<file path="src/rtl/dacreg_pkg.sv">
package dacreg_pkg;
  localparam int unsigned SEG_W_DEFAULT = 6;
  localparam int unsigned SYNC_DEFAULT  = 2;

  function automatic int unsigned cnt_width(input int unsigned limit);
    return $clog2(limit + 2);
  endfunction
endpackage

</file>
<file path="src/rtl/pin_sync.sv">
module pin_sync #(
  parameter int unsigned STAGES = 2,
  parameter bit          IDLE   = 1'b0
) (
  input  logic clk,
  input  logic rst,
  input  logic pin,
  output logic level,
  output logic rise,
  output logic fall
);
  logic [STAGES-1:0] chain;
  logic              last;

  always_ff @(posedge clk) begin
    if (rst) begin
      chain <= {STAGES{IDLE}};
      last  <= IDLE;
    end else begin
      chain <= {chain[STAGES-2:0], pin};
      last  <= chain[STAGES-1];
    end
  end

  assign level = chain[STAGES-1];
  assign rise  = chain[STAGES-1] & ~last;
  assign fall  = ~chain[STAGES-1] & last;
endmodule

</file>
<file path="src/rtl/frame_shifter.sv">
module frame_shifter #(
  parameter int unsigned CODE_W = 12
) (
  input  logic              clk,
  input  logic              rst,
  input  logic              cs_level,
  input  logic              cs_fall,
  input  logic              cs_rise,
  input  logic              sck_rise,
  input  logic              sdi,
  output logic [CODE_W-1:0] staged,
  output logic              commit
);
  localparam int unsigned CW = dacreg_pkg::cnt_width(CODE_W);
  localparam logic [CW-1:0] FULL = CW'(CODE_W);
  localparam logic [CW-1:0] OVER = CW'(CODE_W + 1);

  logic [CW-1:0] bits_seen;

  always_ff @(posedge clk) begin
    if (rst) begin
      staged    <= '0;
      bits_seen <= '0;
      commit    <= 1'b0;
    end else begin
      commit <= cs_rise && (bits_seen == FULL);
      if (cs_fall) begin
        bits_seen <= '0;
      end else if (!cs_level && sck_rise) begin
        staged <= {staged[CODE_W-2:0], sdi};
        if (bits_seen != OVER) bits_seen <= bits_seen + 1'b1;
      end
    end
  end
endmodule

</file>
<file path="src/rtl/hold_latch.sv">
module hold_latch #(
  parameter int unsigned SEG_W = 6,
  parameter int unsigned SEG_N = 2
) (
  input  logic                   clk,
  input  logic                   rst,
  input  logic                   load,
  input  logic [SEG_W*SEG_N-1:0] word,
  output logic [SEG_W*SEG_N-1:0] drive_n
);
  for (genvar s = 0; s < SEG_N; s++) begin : g_seg
    always_ff @(posedge clk) begin
      if (rst)
        drive_n[s*SEG_W +: SEG_W] <= '1;
      else if (load)
        drive_n[s*SEG_W +: SEG_W] <= ~word[s*SEG_W +: SEG_W];
    end
  end
endmodule

</file>
<file path="src/rtl/dac_code_port.sv">
module dac_code_port #(
  parameter int unsigned SEG_W  = dacreg_pkg::SEG_W_DEFAULT,
  parameter int unsigned STAGES = dacreg_pkg::SYNC_DEFAULT
) (
  input  logic             clk,
  input  logic             rst,
  input  logic             spi_sclk,
  input  logic             spi_csn,
  input  logic             spi_mosi,
  output logic [SEG_W-1:0] ladder_hi_n,
  output logic [SEG_W-1:0] ladder_lo_n
);
  localparam int unsigned SEG_N  = 2;
  localparam int unsigned CODE_W = SEG_W * SEG_N;

  logic cs_level, cs_rise, cs_fall;
  logic sck_level, sck_rise, sck_fall;
  logic sdi, sdi_rise, sdi_fall;
  logic [CODE_W-1:0] staged;
  logic              commit;
  logic [CODE_W-1:0] drive_n;

  pin_sync #(.STAGES(STAGES), .IDLE(1'b1)) u_cs (
    .clk(clk), .rst(rst), .pin(spi_csn),
    .level(cs_level), .rise(cs_rise), .fall(cs_fall));
  pin_sync #(.STAGES(STAGES), .IDLE(1'b0)) u_sck (
    .clk(clk), .rst(rst), .pin(spi_sclk),
    .level(sck_level), .rise(sck_rise), .fall(sck_fall));
  pin_sync #(.STAGES(STAGES), .IDLE(1'b0)) u_sdi (
    .clk(clk), .rst(rst), .pin(spi_mosi),
    .level(sdi), .rise(sdi_rise), .fall(sdi_fall));

  frame_shifter #(.CODE_W(CODE_W)) u_shift (
    .clk(clk), .rst(rst), .cs_level(cs_level), .cs_fall(cs_fall),
    .cs_rise(cs_rise), .sck_rise(sck_rise), .sdi(sdi),
    .staged(staged), .commit(commit));

  hold_latch #(.SEG_W(SEG_W), .SEG_N(SEG_N)) u_hold (
    .clk(clk), .rst(rst), .load(commit), .word(staged), .drive_n(drive_n));

  assign ladder_hi_n = drive_n[CODE_W-1:SEG_W];
  assign ladder_lo_n = drive_n[SEG_W-1:0];
endmodule

</file>
<file path="config.mk">
export PLATFORM = sky130hd
export DESIGN_NAME = dac_code_port
export DESIGN_NICKNAME = d
export VERILOG_FILES = /design/src/rtl/dacreg_pkg.sv /design/src/rtl/pin_sync.sv /design/src/rtl/frame_shifter.sv /design/src/rtl/hold_latch.sv /design/src/rtl/dac_code_port.sv
export SDC_FILE = /design/constraint.sdc
export NUM_CORES = 1
export LEC_CHECK = 0
export BUFFER_PORTS_ARGS = -buffer_cell sky130_fd_sc_hd__clkbuf_2
export CAP_MARGIN = 5
export CORE_UTILIZATION = 55
export DETAILED_ROUTE_END_ITERATION = 12
export PLACE_DENSITY = 0.79
export SYNTH_ARGS = -nofsm -noshare
export SYNTH_HDL_FRONTEND = slang
export SYNTH_HIERARCHICAL = 1
export SYNTH_SLANG_ARGS = --single-unit
export TNS_END_PERCENT = 20
</file>
<file path="constraint.sdc">
create_clock -name clk -period 3 [get_ports clk]
set_input_delay 0.9 -clock clk [delete_from_list [all_inputs] [get_ports clk]]
set_output_delay 0.9 -clock clk [all_outputs]
set_load 0.02 [all_outputs]
</file>
==> run metrics, run 1 <==
Slew HR=about 49%; Final Instance Count excl. Fillers=188; # DRC=0; Root Buffer=clkbuf_4; CP Class=register to register; Mean Syn Cell Area=just over 10 µm²; Pre-antenna DRT Iters=4; DR WL/cell=around 12 µm; PD cells=between 400 and 500 nW/µm²; CP Capture Type=register; Max-Cap Viols=0; vias in the first global route=838; VDD IR max=around 0.00035 V; leakage power=around 0.00054 µW; area delta synth->final=8.524%; total I/O pin count=17; DRT antenna net count=0; cell area after synthesis=1424 µm²; final core occ=approximately 63%; Initial Util=between 50% and 60%; post_cts resized=0; worst clock skew=0.01246 ns; Final GP Congestion=about 0.73; Sink Count=37; TNS Setup=0 ns; clock tree from TritonCTS=yes; Tmin final=between 1.5 and 2 ns; Clock Path Buffers=2; final wirelength=around 2200 µm; Via Count=997; largest net degree at the start of global routing=38; f_max=between 0.5 and 0.6 GHz; ant diodes=0; RSZ-0062 raised after global routing=false; worst-case reg-to-reg path depth=4; detailed placement HPWL=around 1500 µm; Worst Hold Class=register to register; grt ovf=0; antenna violations before repair=0; Worst-Margin Slew=~0.76 ns; pre-CTS WS=between 1 and 1.5 ns; WP data arrival=2.10 ns; IO buf count=16; maximum fanout along the worst path=12; clock transition at the registers of the reported paths=0.11 ns; post-cts hold buffer count=0; outcome=finished clean; WHS Path Cells=1; Ys Warns=6; Total GRT Usage=a little under a fifth; Row Count=18; post-CTS setup buffers=0; CP Launch Type=register; syn_nets=around 150; Worst EP required=about 3.2 ns; Final Cycle Share=63.13%; Die H=approximately 53 µm; final hold vios=0; share of layout cells above drive strength 1=18.35%; die area=roughly 2800 µm²; Synth Instances=140; Core Region=approximately 2500 µm²; vias per cell=5.303; Final Max Tran Viols=0; die width=around 53 µm; placed insts=180; final setup fails=0; final critical-path setup slack=1.106 ns; Layout Nets=~170; final hold slack=slightly above 0.4 ns; first-pass GRT wire length=about 3600 µm; Num CTS Buffers=5; drt first-iter violations=10; clock insertion delay at the later pin of the skew report=0.33 ns; H-tree Lvls=2
==> worst paths after layout <==
check / endpoint / from / slack (ns)
worst min-delay path: u_cs/chain[1]$_SDFF_PP1_ / u_cs/chain[0]$_SDFF_PP1_ / 0.42
worst max-delay path: u_shift/staged[7]$_SDFFE_PP0P_ / u_cs/chain[1]$_SDFF_PP1_ / 1.11
worst max register to register: u_shift/staged[7]$_SDFFE_PP0P_ / u_cs/chain[1]$_SDFF_PP1_ / 1.11
worst min register to register: u_cs/chain[1]$_SDFF_PP1_ / u_cs/chain[0]$_SDFF_PP1_ / 0.42
==> flip-flops by register name (all words and copies together) (netlist names) <==
name,flops
u_cs/last,1
u_shift/staged,12
u_shift/bits_seen,4
u_hold/drive_n,12
u_sdi/chain,2
u_sck/last,1
u_shift/commit,1
u_cs/chain,2
u_sck/chain,2
==> cells in the final DEF, fill, tap and decap left out, drive strengths merged, types with 2 or more instances in the layout <==
cell type / count
a211oi: 2
a21o: 12
clkbuf: 24
dfxtp: 37
ha: 3
inv: 2
mux2i: 12
nand2: 13
nand3: 4
nor2: 13
nor2b: 8
o21ai: 2
or2: 15
==> routing by layer <==
layer | vias to the layer above | wire length (µm) | track usage, %
li1 | 506 | - | -
met1 | 457 | 956 | 20.76
met2 | 28 | 1129 | 31.01
met3 | 6 | 115 | 6.897
met4 | 0 | 42 | 9.211
met5 | - | 0 | 0
==> critical path: stages (launching register included) <==
cell and delay [ns]:
dfxtp_1 0.46, and2b_1 0.30, nor3b_4 0.67, mux2i_1 0.29, nor2_1 0.06
==> stage by stage <==
step	area, µm²	power, µW
final	1545	756.1
after floorplan	1424	521.4
after CTS	1545	762.7
after global placement	1496	526.2
after global routing	1545	787.1
after detailed placement	1496	527.3
==> cell type report <==
| class | count | area [µm²] |
|---|---|---|
| Clock buffer | 8 | 48.80 |
| Sequential cell | 37 | 740.7 |
| Tap cell | 30 | 37.54 |
| Fill cell | 219 | 909.6 |
| Inverter | 2 | 7.507 |
| Timing Repair Buffer | 16 | 80.08 |
| Multi-Input combinational cell | 95 | 630.6 |
==> where the power goes <==
group          switching [µW]  internal (µW)  total (µW)
clock network             147           93.4         241
registers                2.15            495         498
logic                    11.0           6.90        17.9
(Power assumes the default switching activity.)
==> run 2: changes to the inputs <==
==> constraint.sdc (replaced) <==
create_clock -name clk -period 1.85 [get_ports clk]
set_input_delay 0.555 -clock clk [delete_from_list [all_inputs] [get_ports clk]]
set_output_delay 0.555 -clock clk [all_outputs]
set_load 0.02 [all_outputs]
==> run 2 against run 1 <==
  * Cell area grew 1.6%
  * First-iteration DRC count shrank 30%
  * Global-route usage shrank 0.87 points
  * Hold slack lost 0.0047 ns
  * Core utilization grew 1.0 points
  * Via count shrank 2.6%
==> run metrics, run 2 (synthesized netlist as in run 1, its figures left out) <==
IO buf count=16 (unchanged); post_cts resized=0 (unchanged); largest net degree at the start of global routing=25 (-34%); H-tree Lvls=2 (unchanged); # DRC=0 (unchanged); post-CTS setup buffers=0 (unchanged); Worst Hold Class=input pin to register; placed inst area=1511 µm² (+1.0%); grt ovf=0 (unchanged); DR WL met2=970 µm (-14%); VDD IR max=0.0007239 V (+110%); final critical-path setup slack=0.2660 ns (-0.8400 ns); TNS Setup=0 ns (unchanged); maximum fanout along the worst path=12 (unchanged); pre-CTS WS=0.2804 ns (-0.8289 ns); final hold vios=0 (unchanged); Layout Nets=167 (+1.2%); final hold slack=0.4105 ns (-0.004671 ns); CP Launch Type=register; Num CTS Buffers=5 (unchanged); post-cts hold buffer count=0 (unchanged); leakage power=0.0005494 µW (+2.6%); detailed placement HPWL=1479 µm (-2.9%); wire length on met3=95 µm (-17%); final core occ=63.97% (+1.0 points); DRT antenna net count=0 (unchanged); DR WL/cell=11.61 µm (-2.7%); total I/O pin count=17 (unchanged); PD cells=805.7 nW/µm² (+65%); WP data arrival=1.79 ns (-0.31 ns); Total GRT Usage=17.78% (-0.87 points); Row Count=18 (unchanged); Via Count=971 (-2.6%); clock tree from TritonCTS=yes; antenna violations before repair=0 (unchanged); wire length on met1=1103 µm (+15%); ant diodes=0 (unchanged); Top Layer Used=met4; Tmin final=1.584 ns (-0.3100 ns); Core Region=2455 µm² (unchanged); Sink Count=37 (unchanged); outcome=finished clean; Final Max Tran Viols=0 (unchanged); biggest regs=u_hold/drive_n x12, u_shift/staged x12, u_shift/bits_seen x4; final setup fails=0 (unchanged); CP Capture Type=register; Die H=52.88 µm (unchanged); Final GP Congestion=0.7584 (+4.0%); Root Buffer=clkbuf_4; most frequent cells in the layout=dfxtp_1 (37), clkbuf_2 (16), nand2_1 (13), nor2_1 (13); die area=2796 µm² (unchanged); cell area after layout=1570 µm² (+1.6%); vias per cell=5.138 (-3.1%); vias in the first global route=812 (-3.1%); CP Class=register to register; die width=52.88 µm (unchanged); area delta synth->final=10.28%; Initial Util=58.00% (unchanged); Max-Cap Viols=0 (unchanged); first-pass GRT wire length=3408 µm (-4.8%); f_max=0.6313 GHz (+20%); Final Cycle Share=85.62% (+22 points); RSZ-0062 raised after global routing=false; Worst EP required=2.06 ns (-1.15 ns); drt first-iter violations=7 (-3); commonest non-fill, non-tap cell in the layout=dfxtp_1; Slew HR=56.44% (+7.2 points); Worst-Margin Slew=0.6525 ns (-0.1075 ns); clock insertion delay at the later pin of the skew report=0.33 ns (about the same); R2R setup slack=0.27 ns (-0.84 ns); clock transition at the registers of the reported paths=0.10 ns (about the same); final wirelength=2195 µm (-2.1%); Clock Path Buffers=2 (unchanged); Pre-antenna DRT Iters=4 (unchanged); worst clock skew=0.008877 ns (-0.003584 ns); share of layout cells above drive strength 1=20.75% (+2.4 points)
[run 2: cell count changes in the layout (fill, tap and decap cells not counted), sizes merged]
cell	before	now
buf	0	2
clkbuf	24	22
clkinvlp	0	1
[run 2: where the power goes]
part	internal (µW)	switching, µW
combinational	12.7	18.8
sequential	804	3.28
clock	178	249
total	994	271
[run 2: area by class of cell]
cell class / instances / area (µm²)
fillers: 212 / 884.6
flip-flops and latches: 37 / 740.7
multi-input cells: 95 / 630.6
repair buffers: 18 / 95.09
clock buffers: 6 / 51.30
well taps: 30 / 37.54
clock inverters: 1 / 7.507
inverters: 2 / 7.507
[run 2: per-layer routing]
| metal | track usage (%) | vias up |
|---|---|---|
| met5 | 0 | - |
| met4 | 10.53 | 0 |
| met3 | 7.759 | 2 |
| met2 | 25.32 | 19 |
| met1 | 21.94 | 441 |
| li1 | - | 509 |
[run 2: final timing paths]
path | start | end | depth (start not counted)
hold reg to reg | u_cs/chain[0]$_SDFF_PP1_ | u_cs/chain[1]$_SDFF_PP1_ | 1
hold / removal | spi_csn | u_cs/chain[0]$_SDFF_PP1_ | 2
setup reg to reg | u_cs/chain[1]$_SDFF_PP1_ | u_shift/staged[10]$_SDFFE_PP0P_ | 5
setup / recovery | u_cs/chain[1]$_SDFF_PP1_ | u_shift/staged[10]$_SDFFE_PP0P_ | 5
[run 2: critical path, cell delays in order (launching register included)]
cell	delay [ns]
dfxtp_1	0.45
and2b_1	0.30
nor3b_4	0.19
buf_4	0.25
mux2i_1	0.22
nor2_1	0.05
[run 2: metrics by stage]
step / power [µW] / instances
final: 1265 / 189
after global placement: 855.4 / 182
after floorplan: 845.4 / 140
after CTS: 1281 / 189
after detailed placement: 856.9 / 182
after global routing: 1311 / 189
